===== src/rtl/hdlc_tx_pkg.sv =====
package hdlc_tx_pkg;

   typedef enum logic [1:0] {
      ST_FLAG = 2'd0,
      ST_DATA = 2'd1,
      ST_FCS  = 2'd2
   } tx_state_e;

   typedef enum logic [1:0] {
      CRC_HOLD  = 2'd0,
      CRC_INIT  = 2'd1,
      CRC_FEED  = 2'd2,
      CRC_SHIFT = 2'd3
   } crc_op_e;

endpackage


===== src/rtl/hdlc_crc_serial.sv =====
module hdlc_crc_serial
   import hdlc_tx_pkg::*;
#(
   parameter int          CRC_W    = 16,
   parameter logic [15:0] CRC_POLY = 16'h8408,
   parameter logic [15:0] CRC_INIT_V = 16'hFFFF
) (
   input  logic    clk,
   input  logic    rst_n,
   input  crc_op_e op,
   input  logic    din,
   output logic    fcs_bit
);

   logic [CRC_W-1:0] crc_q;
   logic             fb;

   assign fb      = crc_q[0] ^ din;
   assign fcs_bit = ~crc_q[0];

   always_ff @(posedge clk or negedge rst_n) begin
      if (!rst_n) begin
         crc_q <= CRC_INIT_V[CRC_W-1:0];
      end else begin
         case (op)
            CRC_INIT:  crc_q <= CRC_INIT_V[CRC_W-1:0];
            CRC_FEED:  crc_q <= (crc_q >> 1) ^ ({CRC_W{fb}} & CRC_POLY[CRC_W-1:0]);
            CRC_SHIFT: crc_q <= crc_q >> 1;
            default:   crc_q <= crc_q;
         endcase
      end
   end

endmodule


===== src/rtl/hdlc_tx_seq.sv =====
module hdlc_tx_seq
   import hdlc_tx_pkg::*;
#(
   parameter int          DW     = 8,
   parameter int          CRC_W  = 16,
   parameter logic [DW-1:0] FLAG_P = 'h7E,
   parameter int          RUN    = 5
) (
   input  logic          clk,
   input  logic          rst_n,
   input  logic          bit_en,
   input  logic [DW-1:0] in_data,
   input  logic          in_valid,
   input  logic          in_last,
   output logic          in_ready,
   input  logic          fcs_bit,
   output crc_op_e       crc_op,
   output logic          crc_din,
   output logic          tx_bit,
   output logic          stuffing
);

   localparam int MAXN  = (CRC_W > DW) ? CRC_W : DW;
   localparam int CNT_W = $clog2(MAXN);
   localparam int IDX_W = $clog2(DW);
   localparam int RUN_W = $clog2(RUN + 3);
   localparam logic [CNT_W-1:0] BYTE_LAST = CNT_W'(DW - 1);
   localparam logic [CNT_W-1:0] FCS_LAST  = CNT_W'(CRC_W - 1);
   localparam logic [RUN_W-1:0] RUN_LIM   = RUN_W'(RUN);
   localparam logic [RUN_W-1:0] OBS_SAT   = RUN_W'(RUN + 2);

   tx_state_e        state_q;
   logic [CNT_W-1:0] cnt_q;
   logic [DW-1:0]    sh_q;
   logic             last_q;
   logic [RUN_W-1:0] ones_q;
   logic [RUN_W-1:0] obs_run_q;

   logic stuff_now;
   logic byte_end;
   logic fcs_end;
   logic need_byte;
   logic take;

   assign stuff_now = (ones_q == RUN_LIM);
   assign stuffing  = bit_en && stuff_now;
   assign byte_end  = (cnt_q == BYTE_LAST);
   assign fcs_end   = (cnt_q == FCS_LAST);
   assign need_byte = !stuff_now && byte_end &&
                      ((state_q == ST_FLAG) || ((state_q == ST_DATA) && !last_q));
   assign in_ready  = bit_en && need_byte;
   assign take      = in_ready && in_valid;
   assign crc_din   = sh_q[0];

   always_comb begin
      if (stuff_now) begin
         tx_bit = 1'b0;
      end else begin
         case (state_q)
            ST_DATA: tx_bit = sh_q[0];
            ST_FCS:  tx_bit = fcs_bit;
            default: tx_bit = FLAG_P[cnt_q[IDX_W-1:0]];
         endcase
      end
   end

   always_comb begin
      crc_op = CRC_HOLD;
      if (bit_en && !stuff_now) begin
         case (state_q)
            ST_FLAG: crc_op = take ? CRC_INIT : CRC_HOLD;
            ST_DATA: crc_op = CRC_FEED;
            ST_FCS:  crc_op = CRC_SHIFT;
            default: crc_op = CRC_HOLD;
         endcase
      end
   end

   always_ff @(posedge clk or negedge rst_n) begin
      if (!rst_n) begin
         state_q <= ST_FLAG;
         cnt_q   <= '0;
         sh_q    <= '0;
         last_q  <= 1'b0;
         ones_q  <= '0;
      end else if (bit_en) begin
         if (stuff_now) begin
            ones_q <= '0;
         end else begin
            case (state_q)
               ST_FLAG: begin
                  if (byte_end) begin
                     cnt_q  <= '0;
                     ones_q <= '0;
                     if (take) begin
                        state_q <= ST_DATA;
                        sh_q    <= in_data;
                        last_q  <= in_last;
                     end
                  end else begin
                     cnt_q <= cnt_q + 1'b1;
                  end
               end
               ST_DATA: begin
                  ones_q <= sh_q[0] ? ones_q + 1'b1 : '0;
                  if (byte_end) begin
                     cnt_q <= '0;
                     if (take) begin
                        sh_q   <= in_data;
                        last_q <= in_last;
                     end else begin
                        state_q <= ST_FCS;
                     end
                  end else begin
                     sh_q  <= sh_q >> 1;
                     cnt_q <= cnt_q + 1'b1;
                  end
               end
               ST_FCS: begin
                  ones_q <= fcs_bit ? ones_q + 1'b1 : '0;
                  if (fcs_end) begin
                     cnt_q   <= '0;
                     state_q <= ST_FLAG;
                  end else begin
                     cnt_q <= cnt_q + 1'b1;
                  end
               end
               default: begin
                  state_q <= ST_FLAG;
                  cnt_q   <= '0;
               end
            endcase
         end
      end
   end

   // Independent observer of the emitted bit stream (checking only)
   always_ff @(posedge clk or negedge rst_n) begin
      if (!rst_n) begin
         obs_run_q <= '0;
      end else if (bit_en) begin
         if (!tx_bit)                  obs_run_q <= '0;
         else if (obs_run_q != OBS_SAT) obs_run_q <= obs_run_q + 1'b1;
      end
   end

   // stuffing keeps the run counter bounded
   assert_ones_bound_R5: assert property (@(posedge clk) disable iff (!rst_n)
      ones_q <= RUN_LIM);

   // no run longer than a flag's six ones reaches the line
   assert_no_long_run_R5: assert property (@(posedge clk) disable iff (!rst_n)
      obs_run_q <= RUN_W'(RUN + 1));

   // payload shifter holds while an inserted zero goes out
   assert_shift_held_R8: assert property (@(posedge clk) disable iff (!rst_n)
      (bit_en && stuff_now && state_q == ST_DATA) |=> $stable(sh_q));

   // a transfer always lands at the end of a byte slot
   assert_take_boundary_R3: assert property (@(posedge clk) disable iff (!rst_n)
      (bit_en && in_valid && in_ready) |=> (cnt_q == '0));

endmodule


===== src/rtl/hdlc_line_coder.sv =====
module hdlc_line_coder #(
   parameter bit NRZI_SUPPORT = 1'b1,
   parameter bit IDLE_LEVEL   = 1'b1
) (
   input  logic clk,
   input  logic rst_n,
   input  logic bit_en,
   input  logic bit_in,
   input  logic nrzi_en,
   output logic line
);

   logic line_q;
   assign line = line_q;

   generate
      if (NRZI_SUPPORT) begin : g_nrzi
         always_ff @(posedge clk or negedge rst_n) begin
            if (!rst_n)      line_q <= IDLE_LEVEL;
            else if (bit_en) line_q <= nrzi_en ? (bit_in ? line_q : ~line_q) : bit_in;
         end

         // a zero bit in NRZI mode flips the line
         assert_nrzi_toggle_R11: assert property (@(posedge clk) disable iff (!rst_n)
            (bit_en && nrzi_en && !bit_in) |=> (line_q != $past(line_q)));

         // a one bit in NRZI mode keeps the line
         assert_nrzi_hold_R11: assert property (@(posedge clk) disable iff (!rst_n)
            (bit_en && nrzi_en && bit_in) |=> $stable(line_q));
      end else begin : g_plain
         always_ff @(posedge clk or negedge rst_n) begin
            if (!rst_n)      line_q <= IDLE_LEVEL;
            else if (bit_en) line_q <= bit_in;
         end
         logic unused_nrzi;
         assign unused_nrzi = nrzi_en;
      end
   endgenerate

   // the line only moves on an enabled bit edge
   assert_line_steady_R12: assert property (@(posedge clk) disable iff (!rst_n)
      !bit_en |=> $stable(line_q));

endmodule


===== src/rtl/hdlc_tx_framer.sv =====
module hdlc_tx_framer
   import hdlc_tx_pkg::*;
#(
   parameter int          DW           = 8,
   parameter int          CRC_W        = 16,
   parameter logic [15:0] CRC_POLY     = 16'h8408,
   parameter logic [15:0] CRC_INIT_V   = 16'hFFFF,
   parameter logic [7:0]  FLAG_P       = 8'h7E,
   parameter int          RUN          = 5,
   parameter bit          NRZI_SUPPORT = 1'b1
) (
   input  logic          clk,
   input  logic          rst_n,
   input  logic          bit_en,
   input  logic          nrzi_en,
   input  logic [DW-1:0] in_data,
   input  logic          in_valid,
   input  logic          in_last,
   output logic          in_ready,
   output logic          tx_line
);

   generate
      if (DW != 8) begin : g_bad_dw
         $error("hdlc_tx_framer: DW must be 8 to match the flag octet");
      end
      if (CRC_W < 2 || CRC_W > 16) begin : g_bad_crc
         $error("hdlc_tx_framer: CRC_W must be 2..16");
      end
      if (RUN < 1 || RUN > 6) begin : g_bad_run
         $error("hdlc_tx_framer: RUN must be 1..6");
      end
   endgenerate

   crc_op_e crc_op;
   logic    crc_din;
   logic    fcs_bit;
   logic    tx_bit;
   logic    stuffing;

   hdlc_tx_seq #(
      .DW     (DW),
      .CRC_W  (CRC_W),
      .FLAG_P (FLAG_P[DW-1:0]),
      .RUN    (RUN)
   ) u_seq (
      .clk      (clk),
      .rst_n    (rst_n),
      .bit_en   (bit_en),
      .in_data  (in_data),
      .in_valid (in_valid),
      .in_last  (in_last),
      .in_ready (in_ready),
      .fcs_bit  (fcs_bit),
      .crc_op   (crc_op),
      .crc_din  (crc_din),
      .tx_bit   (tx_bit),
      .stuffing (stuffing)
   );

   hdlc_crc_serial #(
      .CRC_W      (CRC_W),
      .CRC_POLY   (CRC_POLY),
      .CRC_INIT_V (CRC_INIT_V)
   ) u_crc (
      .clk     (clk),
      .rst_n   (rst_n),
      .op      (crc_op),
      .din     (crc_din),
      .fcs_bit (fcs_bit)
   );

   hdlc_line_coder #(
      .NRZI_SUPPORT (NRZI_SUPPORT),
      .IDLE_LEVEL   (1'b1)
   ) u_line (
      .clk     (clk),
      .rst_n   (rst_n),
      .bit_en  (bit_en),
      .bit_in  (tx_bit),
      .nrzi_en (nrzi_en),
      .line    (tx_line)
   );

   // the CRC register does not move while an inserted zero is sent
   assert_crc_held_R8: assert property (@(posedge clk) disable iff (!rst_n)
      stuffing |=> $stable(fcs_bit));

   // no byte is requested without a bit-clock enable
   assert_ready_strobe_R3: assert property (@(posedge clk) disable iff (!rst_n)
      in_ready |-> bit_en);

endmodule


===== config.mk =====
export PLATFORM = sky130hd
export DESIGN_NAME = hdlc_tx_framer
export DESIGN_NICKNAME = d
export VERILOG_FILES = /design/src/rtl/hdlc_tx_pkg.sv /design/src/rtl/hdlc_crc_serial.sv /design/src/rtl/hdlc_tx_seq.sv /design/src/rtl/hdlc_line_coder.sv /design/src/rtl/hdlc_tx_framer.sv
export SDC_FILE = /design/constraint.sdc
export NUM_CORES = 1
export LEC_CHECK = 0
export BUFFER_PORTS_ARGS = -buffer_cell sky130_fd_sc_hd__buf_2
export CORE_ASPECT_RATIO = 1.4
export CORE_MARGIN = 2
export CORE_UTILIZATION = 58
export DETAILED_ROUTE_END_ITERATION = 6
export GPL_ROUTABILITY_DRIVEN = 0
export GPL_TIMING_DRIVEN = 0
export PLACE_DENSITY = 0.83
export SYNTH_ARGS = -nofsm -noshare
export SYNTH_HDL_FRONTEND = slang
export SYNTH_SLANG_ARGS = --single-unit

===== constraint.sdc =====
create_clock -name clk -period 2.4 [get_ports clk]
set_clock_uncertainty 0.05 [all_clocks]
set_input_delay 0.24 -clock clk [delete_from_list [all_inputs] [get_ports clk]]
set_output_delay 0.24 -clock clk [all_outputs]
set_load 0.02 [all_outputs]

# Yosys cells after proc, flatten, opt, wreduce, memory -nomap -nowiden
# Memory sizes are Yosys's and may differ from the RTL's.
# Index checks and enable logic that the tools add are counted.
# word_totals
register_bits,35
latchBits,0
ram_bits,0
rom_bits,8
inputBits,14
out_inout_bits,2
mem_count,1
# mem_list
name,depth,word_bits,rd,rd_ports_with_merged_regs,wr,line_no,source
(no name shown),8,1,1,0,0,hdlc_tx_seq.sv:62,default: tx_bit = FLAG_P[cnt_q[IDX_W-1:0]];
# classes
n_addsub,2
mul,0
div_mod_pow,0
order_cmp,1
n_eq_ne,15
shift,0
mux,27
n_bitwise,5
n_reduce_logical,20
# op_table
op,count
$pmux W16 S3,1
$mux W8,3
$pmux W8 S2,1
$xor A15 B16 Y16,1
$mux W2,6
$mux W3,4
$pmux W2 S3,2
$pmux W3 S3,1
$mux W4,2
$ne A2 B1 Y1 const B,4
$pmux W4 S2,1
$reduce_and A7 Y1,1
$eq A2 B2 Y1 const B,3
$logic_and A1 B1 Y1,6
$mux W1,5
$reduce_and A5 Y1,1
$add A4 B1 Y4 const B,1
$eq A2 B1 Y1 const B,2
$eq A4 B3 Y1 const B,1
$eq A4 B4 Y1 const B,1
$lt A3 B4 Y1 const B,1
$ne A2 B2 Y1 const B,2
$reduce_and A2 Y1,2
$reduce_and A4 Y1,1
other kinds (14),17

# Longest topological paths before layout
# depth
depth_word,11
mapped_depth,8
depth_no_buf,7

# Hierarchy
# A second synthesis with hierarchy kept.
# unflattened
hier_cells,195
area_unflattened_um2,1925.6
# by_module_without_submodules
mod,n_inst,cells_each,area_each_um2
hdlc_tx_seq,1,119,1172.4
hdlc_crc_serial,1,71,691.9
hdlc_line_coder,1,5,61.3

# Least setup slack after synthesis
# OpenSTA, ideal clock, no wires.
# synth_path
path_type,reg2reg
startpoint,reg u_seq.state_q[1]
endpoint,reg u_seq.last_q
t_arrival_ns,1.642
path_slack_ns,0.582
stages_incl_launch_ff,8
path_buffers,1
synth_period_minus_slack_ns,1.818
cell_sequence,dfrtp_1 inv_1 ha_1 nor2b_1 o21ai_2 or2_1 buf_6 mux2_4
# synth_between
elab_chain_cells,7
# synth_lines
element,line_no,source
"start, declared",hdlc_tx_seq.sv:32,tx_state_e state_q;
"start signal, assigned",hdlc_tx_seq.sv:81,state_q <= ST_FLAG;
"start signal, assigned",hdlc_tx_seq.sv:96,state_q <= ST_DATA;
"start signal, assigned",hdlc_tx_seq.sv:112,state_q <= ST_FCS;
$eq A2 B1 Y1,"hdlc_tx_seq.sv:50, hdlc_tx_seq.sv:90",
$logic_and A1 B1 Y1,hdlc_tx_seq.sv:50,((state_q == ST_FLAG) || ((state_q == ST_DATA) && !last_q));
$logic_or A1 B1 Y1,hdlc_tx_seq.sv:50,
$logic_and A1 B1 Y1,hdlc_tx_seq.sv:49,assign need_byte = !stuff_now && byte_end &&
$logic_and A1 B1 Y1,hdlc_tx_seq.sv:51,assign in_ready = bit_en && need_byte;
$logic_and A1 B1 Y1,hdlc_tx_seq.sv:52,assign take = in_ready && in_valid;
$reduce_and A5 Y1 (no line) *,--,
"end signal, assigned",hdlc_tx_seq.sv:98,last_q <= in_last;
"end signal, assigned",hdlc_tx_seq.sv:110,last_q <= in_last;
"end, declared",hdlc_tx_seq.sv:35,logic last_q;
# Mark *: on every way between the ends. The rest lies on a longest branch, timed or not.
# A chain may end at the register's enable or synchronous reset.

# Final worst setup path
# layout_path
startpoint,reg u_seq.state_q[1]
endpoint,out in_ready
# layout_between
elab_chain_cells,5
# layout_lines
element,line_no,source
$eq A2 B1 Y1,hdlc_tx_seq.sv:50,
$logic_and A1 B1 Y1,hdlc_tx_seq.sv:50,
$logic_or A1 B1 Y1 *,hdlc_tx_seq.sv:50,
$logic_and A1 B1 Y1 *,hdlc_tx_seq.sv:49,
$logic_and A1 B1 Y1 *,hdlc_tx_seq.sv:51,
"end, declared",hdlc_tx_framer.sv:19,"output logic in_ready,"
# Marks and branches as above.

==> flow_metrics.env <==
export IMPL_hold_ws_ns=0.1251
export IMPL_max_cap_violations=0
export IMPL_num_vias=1358
export IMPL_overflow=0
export IMPL_synth_area_mm2=0.001832
export IMPL_drt_iter0_markers=34
export IMPL_worstReg2RegStart="u_seq.state_q[1]"
export IMPL_synth_enable_flop_cells=0
export IMPL_core_mm2=0.003063
export IMPL_tns_ns=0
export IMPL_antenna_left=0
export IMPL_grt_use_total_pct=21.91
export IMPL_final_area_mm2=0.002057
export IMPL_grt_pass1_vias=1459
export IMPL_cts_inserted_buffers=5
export IMPL_die_w_um=51.50
export IMPL_fin_util_pct=67.16
export IMPL_port_buffers=15
export IMPL_syn_num_nets=195
export IMPL_hold_viol=0
export IMPL_cts_hold_buf=1
export IMPL_dieArea_mm2=0.003630
export IMPL_cts_tree="built"
export IMPL_crit_path_start_kind="register"
export IMPL_max_slew_margin_pct=50.42
export IMPL_clk_latency_ns=0.28
export IMPL_cts_path_max_buffers=2
export IMPL_area_growth_pct=12.29
export IMPL_outcome="completed"
export IMPL_cts_max_level=2
export IMPL_dp_hpwl_mm=2.512
export IMPL_final_period_utilization_pct=83.28
export IMPL_post_cts_buffers=0
export IMPL_critical_path_class="register to primary output"
export IMPL_ys_types=44
export IMPL_cp_end_kind="primary output"
export IMPL_critPathMaxFanout=7
export IMPL_synth_flop_cell="dfrtp_1"
export IMPL_ir_worst_vdd_v=0.0006946
export IMPL_firstDrtPassIters=4
export IMPL_ys_ff_latch=35
export IMPL_syn_avg_cell_area_um2=10.71
export IMPL_antenna_found_initial=0
export IMPL_wirelength_mm=3.391
export IMPL_arrival_ns=1.71
export IMPL_rows=24
export IMPL_hold_path_depth=2
export IMPL_min_to="u_line.line"
export IMPL_slew_viol_final=0
export IMPL_initial_core_util_pct=59.80
export IMPL_finalSetupViolCount=0
export IMPL_hold_class="input port to register"
export IMPL_clkSlewWorstSetupHoldPaths_ns=0.07
export IMPL_ff2ff_path_depth=7
export IMPL_dpl_cell_area_mm2=0.001956
export IMPL_ys_seq_area_share_pct=48.98
export IMPL_leakage_nw=0.8806
export IMPL_via_per_inst=5.803
export IMPL_power_density_mw_per_mm2=1124
export IMPL_drive_above_1_share_pct=26.67
export IMPL_grt_first_pass_wirelength_mm=6.003
export IMPL_synthArstFlopShare_pct=100.0
export IMPL_syn_inst=171
export IMPL_r2r_end="u_seq.last_q"
export IMPL_antenna_cells=0
export IMPL_cts_resized_gates=0
export IMPL_io_pins=16
export IMPL_yosysWarnings=0
export IMPL_fin_crit_ns=1.999
export IMPL_worstPathRequired_ns=2.11
export IMPL_final_cell_mix="nor2_1 (18), dfrtp_1 (18), dfstp_2 (17)"
export IMPL_hp_start="bit_en"
export IMPL_worst_pin_slew_ns=0.7437
export IMPL_die_h_um=70.50
export IMPL_rrSetupSlack_ns=0.41
export IMPL_max_freq_mhz=500.3
export IMPL_grt_max_degree=36
export IMPL_drc_errors=0
export IMPL_cts_sinks=35
export IMPL_rsz0062_at_grt="false"
export IMPL_drt_wirelength_per_cell_um=14.49
export IMPL_nets=218
export IMPL_root_buffer="clkbuf_8"
[Yosys cell counts (3+ instances only)]
master,number,area share [%]
nor2b_1,5,1.7
nand2_1,8,1.6
ha_1,10,6.8
a2bb2oi_1,3,1.4
o22a_1,13,6.2
buf_6,3,1.8
o21ai_0,7,1.9
nand3_1,5,1.4
nand2b_1,4,1.4
a21oi_1,3,0.82
dfrtp_1,18,25
nor3_1,5,1.4
dfstp_2,17,24
o211ai_1,3,1.2
nor2_1,18,3.7
o22ai_1,9,3.1
inv_1,7,1.4
[flip-flops by register name, indices dropped and copies added (netlist names)]
register and cells:
u_crc.crc_q 16, u_seq.last_q 1, u_seq.state_q 2, u_line.line 1, u_seq.ones_q 3, u_seq.cnt_q 4
u_seq.sh_q 8
[where the power goes]
part	switching (mW)	internal [mW]	leakage (nW)
registers	0.176	0.950	0.409
logic	0.383	0.377	0.424
clock network	0.196	0.231	0.0482
[worst max-delay path, cell delays in order (launching register included)]
cell	delay [ns]
dfrtp_1	0.44
inv_1	0.15
ha_1	0.30
nor2b_1	0.20
o21ai_2	0.07
nor2_1	0.10
buf_2	0.17
[worst max-delay path by stage]
stage | start | to | slack (ns) | depth (start not counted)
2_1_floorplan | u_seq.state_q[1] | u_seq.last_q | 0.58 | 7
3_3_place_gp | u_seq.state_q[1] | u_seq.last_q | 0.47 | 7
3_5_place_dp | u_seq.state_q[1] | u_seq.last_q | 0.42 | 7
4_1_cts | u_seq.state_q[1] | in_ready | 0.40 | 6
5_1_grt | u_seq.state_q[1] | u_seq.sh_q[6] | 0.30 | 8
6_report | u_seq.state_q[1] | in_ready | 0.40 | 6
[metal layers]
layer	vias up	wire length, um	GRT usage (%)
li1	661	-	-
met1	659	1387	23.82
met2	26	1807	38.32
met3	12	86	5.128
met4	0	110	11.11
met5	-	0	0
[metrics by stage]
step,setup WS [ns],cells,total power [mW]
after detailed placement,0.4240,225,1.897
after CTS,0.4018,234,2.338
after global routing,0.2980,234,2.485
after global placement,0.4707,225,1.830
after floorplan,0.5825,171,1.692
final,0.4014,234,2.313
[area by class of cell]
type                    instances  area, um2
fillers                       248       1006
flip-flops and latches         35      897.1
multi-input cells             123      862.1
clock buffers                   7      86.33
repair buffers                 16      85.08
well taps                      39      48.80
plain buffers                   6      46.29
inverters                       7      26.28
clock inverters                 1      5.005
[cells by family after synthesis]
group | Yosys count | synth area share, %
compound gates | 51 | 20.77
xor+xnor | 3 | 1.435
fa+ha+maj | 10 | 6.831
buf+inv | 13 | 3.962
flops | 35 | 48.98
mux | 3 | 2.049
simple gates | 56 | 15.98
Note: power is estimated with default switching activity, not from simulation.
